`src/rtl/seq_pkg.sv`:
```
package seq_pkg;
  localparam int STEP_W = 2;
  localparam int TYPE_W = 3;
  localparam int FUNC_W = 4;

  typedef enum logic [1:0] {
    MS_FETCH = 2'b00,
    MS_INDIR = 2'b01,
    MS_EXEC  = 2'b10,
    MS_INTR  = 2'b11
  } major_e;

  typedef enum logic [2:0] {
    CL_FUNC, CL_LOAD, CL_STORE, CL_SEQ, CL_BAD
  } class_e;

  localparam logic [TYPE_W-1:0] TY_FUNC = 3'b000;
  localparam logic [TYPE_W-1:0] TY_XFER = 3'b101;
  localparam logic [TYPE_W-1:0] TY_SEQ  = 3'b010;
  localparam logic [FUNC_W-1:0] FN_LOAD  = 4'd0;
  localparam logic [FUNC_W-1:0] FN_STORE = 4'd1;

  typedef struct packed {
    logic mem_rd, mem_wr, mar_from_pc, mar_from_alu, pc_inc, ir_load;
    logic mbr_from_rd, rd_from_alu, rd_from_mbr, pc_jump, irq_ack, illegal_op;
  } strobe_t;

  function automatic class_e classify(input logic [TYPE_W-1:0] ty,
                                      input logic [FUNC_W-1:0] fn);
    class_e c;
    case (ty)
      TY_FUNC: c = CL_FUNC;
      TY_SEQ:  c = CL_SEQ;
      TY_XFER: c = (fn == FN_LOAD) ? CL_LOAD : (fn == FN_STORE) ? CL_STORE : CL_BAD;
      default: c = CL_BAD;
    endcase
    return c;
  endfunction
endpackage

```
`src/rtl/seq_timer.sv`:
```
module seq_timer
  import seq_pkg::*;
(
  input  logic              clk,
  input  logic              rst_n,
  output logic [STEP_W-1:0] step,
  output logic              last_step
);
  localparam logic [STEP_W-1:0] STEP_MAX = {STEP_W{1'b1}};

  always_ff @(posedge clk or negedge rst_n) begin
    if (!rst_n) step <= '0;
    else        step <= step + 1'b1;
  end

  assign last_step = (step == STEP_MAX);
endmodule

```
`src/rtl/seq_major.sv`:
```
module seq_major
  import seq_pkg::*;
(
  input  logic   clk,
  input  logic   rst_n,
  input  logic   last_step,
  input  class_e cls,
  input  logic   irq_req,
  output major_e major,
  output logic   exe_store
);
  major_e nxt;

  always_comb begin
    nxt = major;
    if (last_step) begin
      case (major)
        MS_FETCH: begin
          case (cls)
            CL_FUNC, CL_SEQ:   nxt = irq_req ? MS_INTR : MS_FETCH;
            CL_LOAD, CL_STORE: nxt = MS_EXEC;
            default:           nxt = MS_FETCH;
          endcase
        end
        MS_EXEC: nxt = irq_req ? MS_INTR : MS_FETCH;
        default: nxt = MS_FETCH;
      endcase
    end
  end

  always_ff @(posedge clk or negedge rst_n) begin
    if (!rst_n) begin
      major     <= MS_FETCH;
      exe_store <= 1'b0;
    end else begin
      major <= nxt;
      if (last_step && major == MS_FETCH)
        exe_store <= (cls == CL_STORE);
    end
  end
endmodule

```
`src/rtl/seq_strobes.sv`:
```
module seq_strobes
  import seq_pkg::*;
(
  input  major_e            major,
  input  logic [STEP_W-1:0] step,
  input  class_e            cls,
  input  logic              cond_true,
  input  logic              exe_store,
  output strobe_t           st
);
  logic [3:0] t;

  generate
    for (genvar i = 0; i < 4; i++) begin : g_step
      assign t[i] = (step == STEP_W'(i));
    end
  endgenerate

  always_comb begin
    st = '0;
    case (major)
      MS_FETCH: begin
        st.mar_from_pc  = t[0];
        st.mem_rd       = t[0];
        st.pc_inc       = t[1];
        st.ir_load      = t[2];
        st.rd_from_alu  = t[3] && (cls == CL_FUNC);
        st.mar_from_alu = t[3] && (cls == CL_LOAD || cls == CL_STORE);
        st.pc_jump      = t[3] && (cls == CL_SEQ) && cond_true;
        st.illegal_op   = t[3] && (cls == CL_BAD);
      end
      MS_EXEC: begin
        st.mem_rd      = t[0] && !exe_store;
        st.mem_wr      = t[0] && exe_store;
        st.mbr_from_rd = t[1] && exe_store;
        st.rd_from_mbr = t[2] && !exe_store;
      end
      MS_INTR: st.irq_ack = t[0];
      default: st = '0;
    endcase
  end
endmodule

```
`src/rtl/ctl_sequencer.sv`:
```
module ctl_sequencer
  import seq_pkg::*;
(
  input  logic       clk,
  input  logic       rst_n,
  input  logic [2:0] instr_type,
  input  logic [3:0] instr_func,
  input  logic       cond_true,
  input  logic       irq_req,
  output logic [1:0] major_state,
  output logic [1:0] step,
  output logic       mem_rd,
  output logic       mem_wr,
  output logic       mar_from_pc,
  output logic       mar_from_alu,
  output logic       pc_inc,
  output logic       ir_load,
  output logic       mbr_from_rd,
  output logic       rd_from_alu,
  output logic       rd_from_mbr,
  output logic       pc_jump,
  output logic       irq_ack,
  output logic       illegal_op
);
  logic    last_step, exe_store;
  class_e  cls;
  major_e  major;
  strobe_t st;

  assign cls = classify(instr_type, instr_func);

  seq_timer u_timer (.clk(clk), .rst_n(rst_n), .step(step), .last_step(last_step));

  seq_major u_major (.clk(clk), .rst_n(rst_n), .last_step(last_step), .cls(cls),
                     .irq_req(irq_req), .major(major), .exe_store(exe_store));

  seq_strobes u_strobes (.major(major), .step(step), .cls(cls), .cond_true(cond_true),
                         .exe_store(exe_store), .st(st));

  assign major_state  = major;
  assign mem_rd       = st.mem_rd;
  assign mem_wr       = st.mem_wr;
  assign mar_from_pc  = st.mar_from_pc;
  assign mar_from_alu = st.mar_from_alu;
  assign pc_inc       = st.pc_inc;
  assign ir_load      = st.ir_load;
  assign mbr_from_rd  = st.mbr_from_rd;
  assign rd_from_alu  = st.rd_from_alu;
  assign rd_from_mbr  = st.rd_from_mbr;
  assign pc_jump      = st.pc_jump;
  assign irq_ack      = st.irq_ack;
  assign illegal_op   = st.illegal_op;
endmodule

```
`config.mk`:
```
export PLATFORM = sky130hd
export DESIGN_NAME = ctl_sequencer
export DESIGN_NICKNAME = d
export VERILOG_FILES = /design/src/rtl/seq_pkg.sv /design/src/rtl/seq_timer.sv /design/src/rtl/seq_major.sv /design/src/rtl/seq_strobes.sv /design/src/rtl/ctl_sequencer.sv
export SDC_FILE = /design/constraint.sdc
export NUM_CORES = 1
export LEC_CHECK = 0
export ABC_CLOCK_PERIOD_IN_PS = 2200
export BUFFER_PORTS_ARGS = -buffer_cell sky130_fd_sc_hd__buf_2
export CAP_MARGIN = 20
export CORE_AREA = 3 3 40 42
export DETAILED_ROUTE_END_ITERATION = 10
export DIE_AREA = 0 0 43 45
export HOLD_SLACK_MARGIN = 0.06
export PLACE_DENSITY = 0.74
export SLEW_MARGIN = 20
export SYNTH_ARGS = -nofsm -noshare
export SYNTH_HDL_FRONTEND = slang
export SYNTH_HIERARCHICAL = 1
export SYNTH_SLANG_ARGS = --single-unit
```
`constraint.sdc`:
```
create_clock -name clk -period 2.2 [get_ports clk]
set_clock_uncertainty 0.15 [all_clocks]
set_input_delay 0.11 -clock clk [delete_from_list [all_inputs] [get_ports clk]]
set_output_delay 0.11 -clock clk [all_outputs]
set_load 0.02 [all_outputs]
```
==> run metrics, run 1 <==
# diodes 0; Sink Count 5; worst reg2reg path endpoint u_major/exe_store; fmax 567 MHz; critical path required time between 1500 and 2000 ps; Setup crit end kind output pin; CP top delay family simple AND/OR/NAND/NOR gates; DIE WIDTH around 43 um; max cap viols 0; area of the core between 1000 and 1500 um2; CTS buffer count 3; Post-Synth Simple-Gate Area 40.8%; number of synthesized flops with an enable pin 0; Post-Syn Instances 47; synthesized area around 440 um2; syn_nets a little under 60; Final Hold Fails 0; first-pass GRT wire length between 1500 and 2000 um; crit-path max cell delay 490 ps; Synth area leaders dfrtp_1, nor3_1, nand4bb_4, xnor2_1, o41ai_2; Total Power ~280 uW; unrepaired setup endpoints after global routing no; drt pass-1 iters 3; post-CTS setup buffers 0; slowest stage cell, crit path dfrtp_1; Synth Register Bits 5; Distinct cells, synth 26; VDD IR max 0.371 mV; P per Cell Area 442 nW/um2; Nets 93; post-cts resize count 0; Hold Path End u_major/exe_store; layout cell share with drive strength beyond 1 43.8%; Worst Hold Path Cells 3; Post-Synth Adder-Cell Area 2.87%; post-layout min period approximately 1800 ps; Critical Path Stages 3; Compound-Gate Fraction of Synth Area 20.1%; Worst Hold Class primary input to register; final hold slack 185 ps; Synth Area per Inst 9.26 um2; worst slew pin tran about 480 ps; Synth top area share 28.7%; synth cell count leaders nor3_1, dfrtp_1, inv_1, nor2_1; Via Count 489; dpl cell area 584 um2; min-delay src instr_type[1]; clk root buf clkbuf_4; DPL Wire Length between 900 and 1000 um; asr flop ratio synth 100%; Worst Path Arrival 1500 ps; Post-route DRC 0; Critical R2R Launch u_timer/step[0]; Yosys top cell by area dfrtp_1; # IOs 27; Leakage 0.000319 uW; post-synthesis sequential area ratio 28.7%; WL/cell 12.7 um; CTS Hold Bufs 3; startpoint types register; Syn-to-layout area delta 47.1%; Slew headroom 67.8%; vias per cell between 5 and 6; initial drt markers 9; clk_lat worst skew 250 ps; status finished clean; largest family of logic cells by synthesized area simple AND/OR/NAND/NOR gates; most common cell in the netlist nor3_1; crit path kind register to output pin; initial antenna violation count 0; Placer Congestion 0.718; reg2reg setup slack around 450 ps; Total Wirelength 1210 um; Critical Path, Cell by Cell nand4bb_4 -> nor4b_2 -> buf_2; Reg2Reg Depth 3; vias in the first global route 450; CTS clk-pin slew, worst paths 50 ps; worst path bufs/invs 1; Total GRT Usage 13.4%; die height 45 um; Slew Limit Fails 0; XOR/XNOR Fraction of Synth Area around 4.0%; yosys warns 6; mux cell area share after synthesis 0%; full die area 1940 um2; GRT overflow 0; Setup Total Neg Slack 0 ps; Setup Viol. Count Final 0; crit-path max FO 13; period utilisation layout ~80%; Max Buffers Root-to-Sink 2; site row count 13; final instance area between 600 and 700 um2; top_reg_cell synth dfrtp_1; TritonCTS clock tree yes; initial core utilization 33.9%; largest net degree at the start of global routing 14; IO buf count 26; H-tree levels 1; ANT nets after route 0
[final cells by class]
class / count / area, um2
Multi-Input combinational cell: 38 / 295
Timing Repair Buffer: 29 / 160
Fill cell: 130 / 644
Tap cell: 15 / 18.8
Clock buffer: 4 / 26.3
Sequential cell: 5 / 125
Inverter: 4 / 15.0
[layout by cell type (no fill, tap or decap)]
cell type,instances
a2111oi_0,1
a21boi_0,1
a21oi_1,2
a22o_2,1
a32o_1,1
a41o_2,1
and4b_1,1
and4bb_2,1
buf_2,26
clkbuf_1,1
clkbuf_4,3
dfrtp_1,5
dlygate4sd3_1,3
ha_1,1
inv_1,4
nand2_1,2
nand2b_1,2
nand3_1,2
nand3b_1,1
nand4bb_4,1
nor2_1,4
nor3_1,6
nor4_1,2
nor4b_1,1
nor4b_2,1
o21bai_1,1
o22ai_1,1
o41ai_2,1
or3b_1,1
xnor2_1,2
[registers in the layout, indices dropped and copies added (netlist names)]
| signal | count |
|---|---|
| u_major/major | 2 |
| u_timer/step | 2 |
| u_major/exe_store | 1 |
[per-layer routing]
metal	up-vias	wire length (um)	GRT usage [%]
met2	17	632	24.9
met5	-	0	0
met4	0	0	3.61
li1	250	-	-
met1	222	475	14.5
met3	0	102	4.78
[metrics by stage]
| step | cells | worst slack (ps) | utilization, % |
|---|---|---|---|
| 4_1_cts | 95 | 425 | 49.9 |
| 6_report | 95 | 437 | 49.9 |
| 3_5_place_dp | 88 | 475 | 45.5 |
| 5_1_grt | 95 | 286 | 49.9 |
| 2_1_floorplan | 47 | 217 | - |
| 3_3_place_gp | 88 | 516 | 45.5 |
[power breakdown]
part	internal [uW]	switching (uW)	leakage (uW)
Sequential	96.6	11.7	0.0000641
Clock	68.6	39.2	0.0000150
Combinational	33.0	33.9	0.000240
[worst reg2reg max path, stage by stage, from the launching register on]
cell	delay, ps
dfrtp_1	580
ha_1	300
or3b_1	390
o41ai_2	230
[worst max path at each step]
stage | from | endpoint | slack (ps)
2_1_floorplan | u_major/major[1] | mem_rd | 220
3_3_place_gp | u_timer/step[0] | u_major/exe_store | 520
3_5_place_dp | u_timer/step[0] | u_major/exe_store | 470
4_1_cts | u_timer/step[0] | u_major/exe_store | 420
5_1_grt | u_major/major[1] | illegal_op | 290
6_report | u_major/major[1] | illegal_op | 440
[logic make-up after synthesis]
| group | count (synthesis) |
|---|---|
| adders and majority gates | 1 |
| DFF | 5 |
| buffers and inverters | 4 |
| AOI/OAI and AO/OA | 10 |
| xor gates and xnor gates | 2 |
| and+or+nand+nor | 25 |
Note: power is estimated with default switching activity, not from simulation.
==> run 2: changes to the inputs <==
Settings changed: ABC_CLOCK_PERIOD_IN_PS 2200 to 1500, PLACE_DENSITY 0.74 to 0.76.
Clock period 2.2 ns to 1.5 ns, I/O delays scaled along.
==> run metrics, run 2 (synthesis gave the netlist of run 1 again) <==
Slew Limit Fails 0 (unchanged); crit path kind register to output pin; most common cell after layout, fill and taps aside buf_4; area of the core 1280 um2 (unchanged); Slew headroom 82.1% (+14 points); dpl cell area 686 um2 (+17%); Leakage 0.000442 uW (+38%); met1 WL 632 um (+33%); vias in the first global route 558 (+24%); Worst Path Arrival 1330 ps (-170 ps); Total Wirelength 1610 um (+33%); Clock power frac 32.9% (-5.2 points); Total Power 464 uW (+64%); worst slack, placed -48.8 ps (-524 ps); Placer Congestion 0.756 (+5.3%); DPL Wire Length 941 um (+4.4%); ANT nets after route 0 (unchanged); Flop pwr share 32.5% (-5.8 points); metal2 WL 902 um (+43%); CTS clk-pin slew, worst paths 40 ps (about the same); initial core utilization 33.9% (unchanged); Highest Signal Layer met4; max cap viols 0 (unchanged); P per Cell Area 479 nW/um2 (+8.5%); Nets 112 (+20%); fmax 641 MHz; vias per cell 5.18 (+0.72%); CTS buffer count 3 (unchanged); failing checks negative setup slack; fill cell count 97 (-25%); layout cell share with drive strength beyond 1 68.7% (+25 points); Switching Power 141 uW (+67%); VDD IR max 0.390 mV (+4.9%); final instance area 967 um2 (+51%); internal power 322 uW (+63%); # IOs 27 (unchanged); drt pass-1 iters 4 (+1); critical path required time 1270 ps (-670 ps); clk_lat worst skew 240 ps (about the same); Setup Total Neg Slack -240 ps (-240 ps); Worst Hold Class primary input to register; largest net degree at the start of global routing 10 (-4); Setup crit end kind output pin; startpoint types register; Setup Viol. Count Final 10 (+10); IO buf count 26 (unchanged); GRT overflow 0 (unchanged); Total GRT Usage 15.2% (+1.8 points); sw frac 30.5% (+0.51 points); clk root buf clkbuf_4; H-tree levels 1 (unchanged); unrepaired setup endpoints after global routing yes; WL/cell 14.1 um (+11%); Logic pwr share 34.6% (+11 points); commonest cells after routing, fill and taps aside buf_4, buf_2, buf_6; first-pass GRT wire length 2210 um (+14%); Syn-to-layout area delta 122%; metal3 WL 39 um (-62%); Post-route DRC 0 (unchanged); post-layout min period 1560 ps; site row count 13 (unchanged); DIE WIDTH 43 um (unchanged); Final Hold Fails 0 (unchanged); Via Count 591 (+21%); worst slew pin tran 265 ps (-218 ps); biggest regs u_major/major: 2 flops, u_timer/step: 2 flops, u_major/exe_store: 1 flops; post-route setup slack -59.7 ps (-497 ps); Max Buffers Root-to-Sink 2 (unchanged); Sink Count 5 (unchanged); initial antenna violation count 0 (unchanged); # diodes 0 (unchanged); TritonCTS clock tree yes; die height 45 um (unchanged); status finished with violations; full die area 1940 um2 (unchanged); Final Core Density 75.3% (+25 points); crit-path max FO 4 (-9); initial drt markers 15 (+6); period utilisation layout 104%
[run 2: repair_timing]
action / CTS / global route
pin swaps: 5 / 3
resized for setup: 12 / 21
setup buffers: 8 / 3
setup endpoints to repair: 9 / 13
hold endpoints to repair: 6 / 0
hold buffers: 3 / 0
[run 2: final timing paths]
path                              startpoint                 to  slack (ps)  cells past startpoint
min in group asynchronous              rst_n  u_major/exe_store         600                      3
setup reg to reg             u_timer/step[0]  u_major/exe_store         -20                      4
hold / removal                 instr_type[1]  u_major/exe_store         170                      4
setup / recovery            u_major/major[0]         illegal_op         -60                      3
max in group asynchronous              rst_n    u_timer/step[0]         390                      3
hold reg to reg            u_major/exe_store  u_major/exe_store         470                      2
[run 2: area by class of cell]
cell class	instances	area, um2	share of cell area (%)
well taps	15	18.8	1.94
inverters	4	15.0	1.55
clock buffers	4	26.3	2.72
flip-flops and latches	5	128	13.2
repair buffers	48	368	38.0
multi-input cells	38	412	42.6
[run 2: power by group through the flow]
stage | clock network [uW] | registers, uW | logic [uW]
floorplan | 0 | 164 | 53.6
finish | 152 | 151 | 161
CTS | 160 | 150 | 143
global route | 170 | 152 | 171
global placement | 0 | 151 | 117
detailed placement | 0 | 151 | 120
[run 2: critical path: stages (launching register included)]
cell       delay (ps)
dfrtp_1           410
nand4bb_4         290
nor4b_4           220
buf_4             170
[run 2: metrics by stage]
stage,instances,hold WS (ps)
after floorplan,47,-371
after global placement,96,-256
after detailed placement,96,-257
after CTS,111,161
after global routing,114,182
final,114,174
[run 2: metal layers]
layer  vias up  GRT usage (%)
met3         4           2.79
li1        289              -
met1       287           16.2
met5         -              0
met2        11           27.8
met4         0           9.04
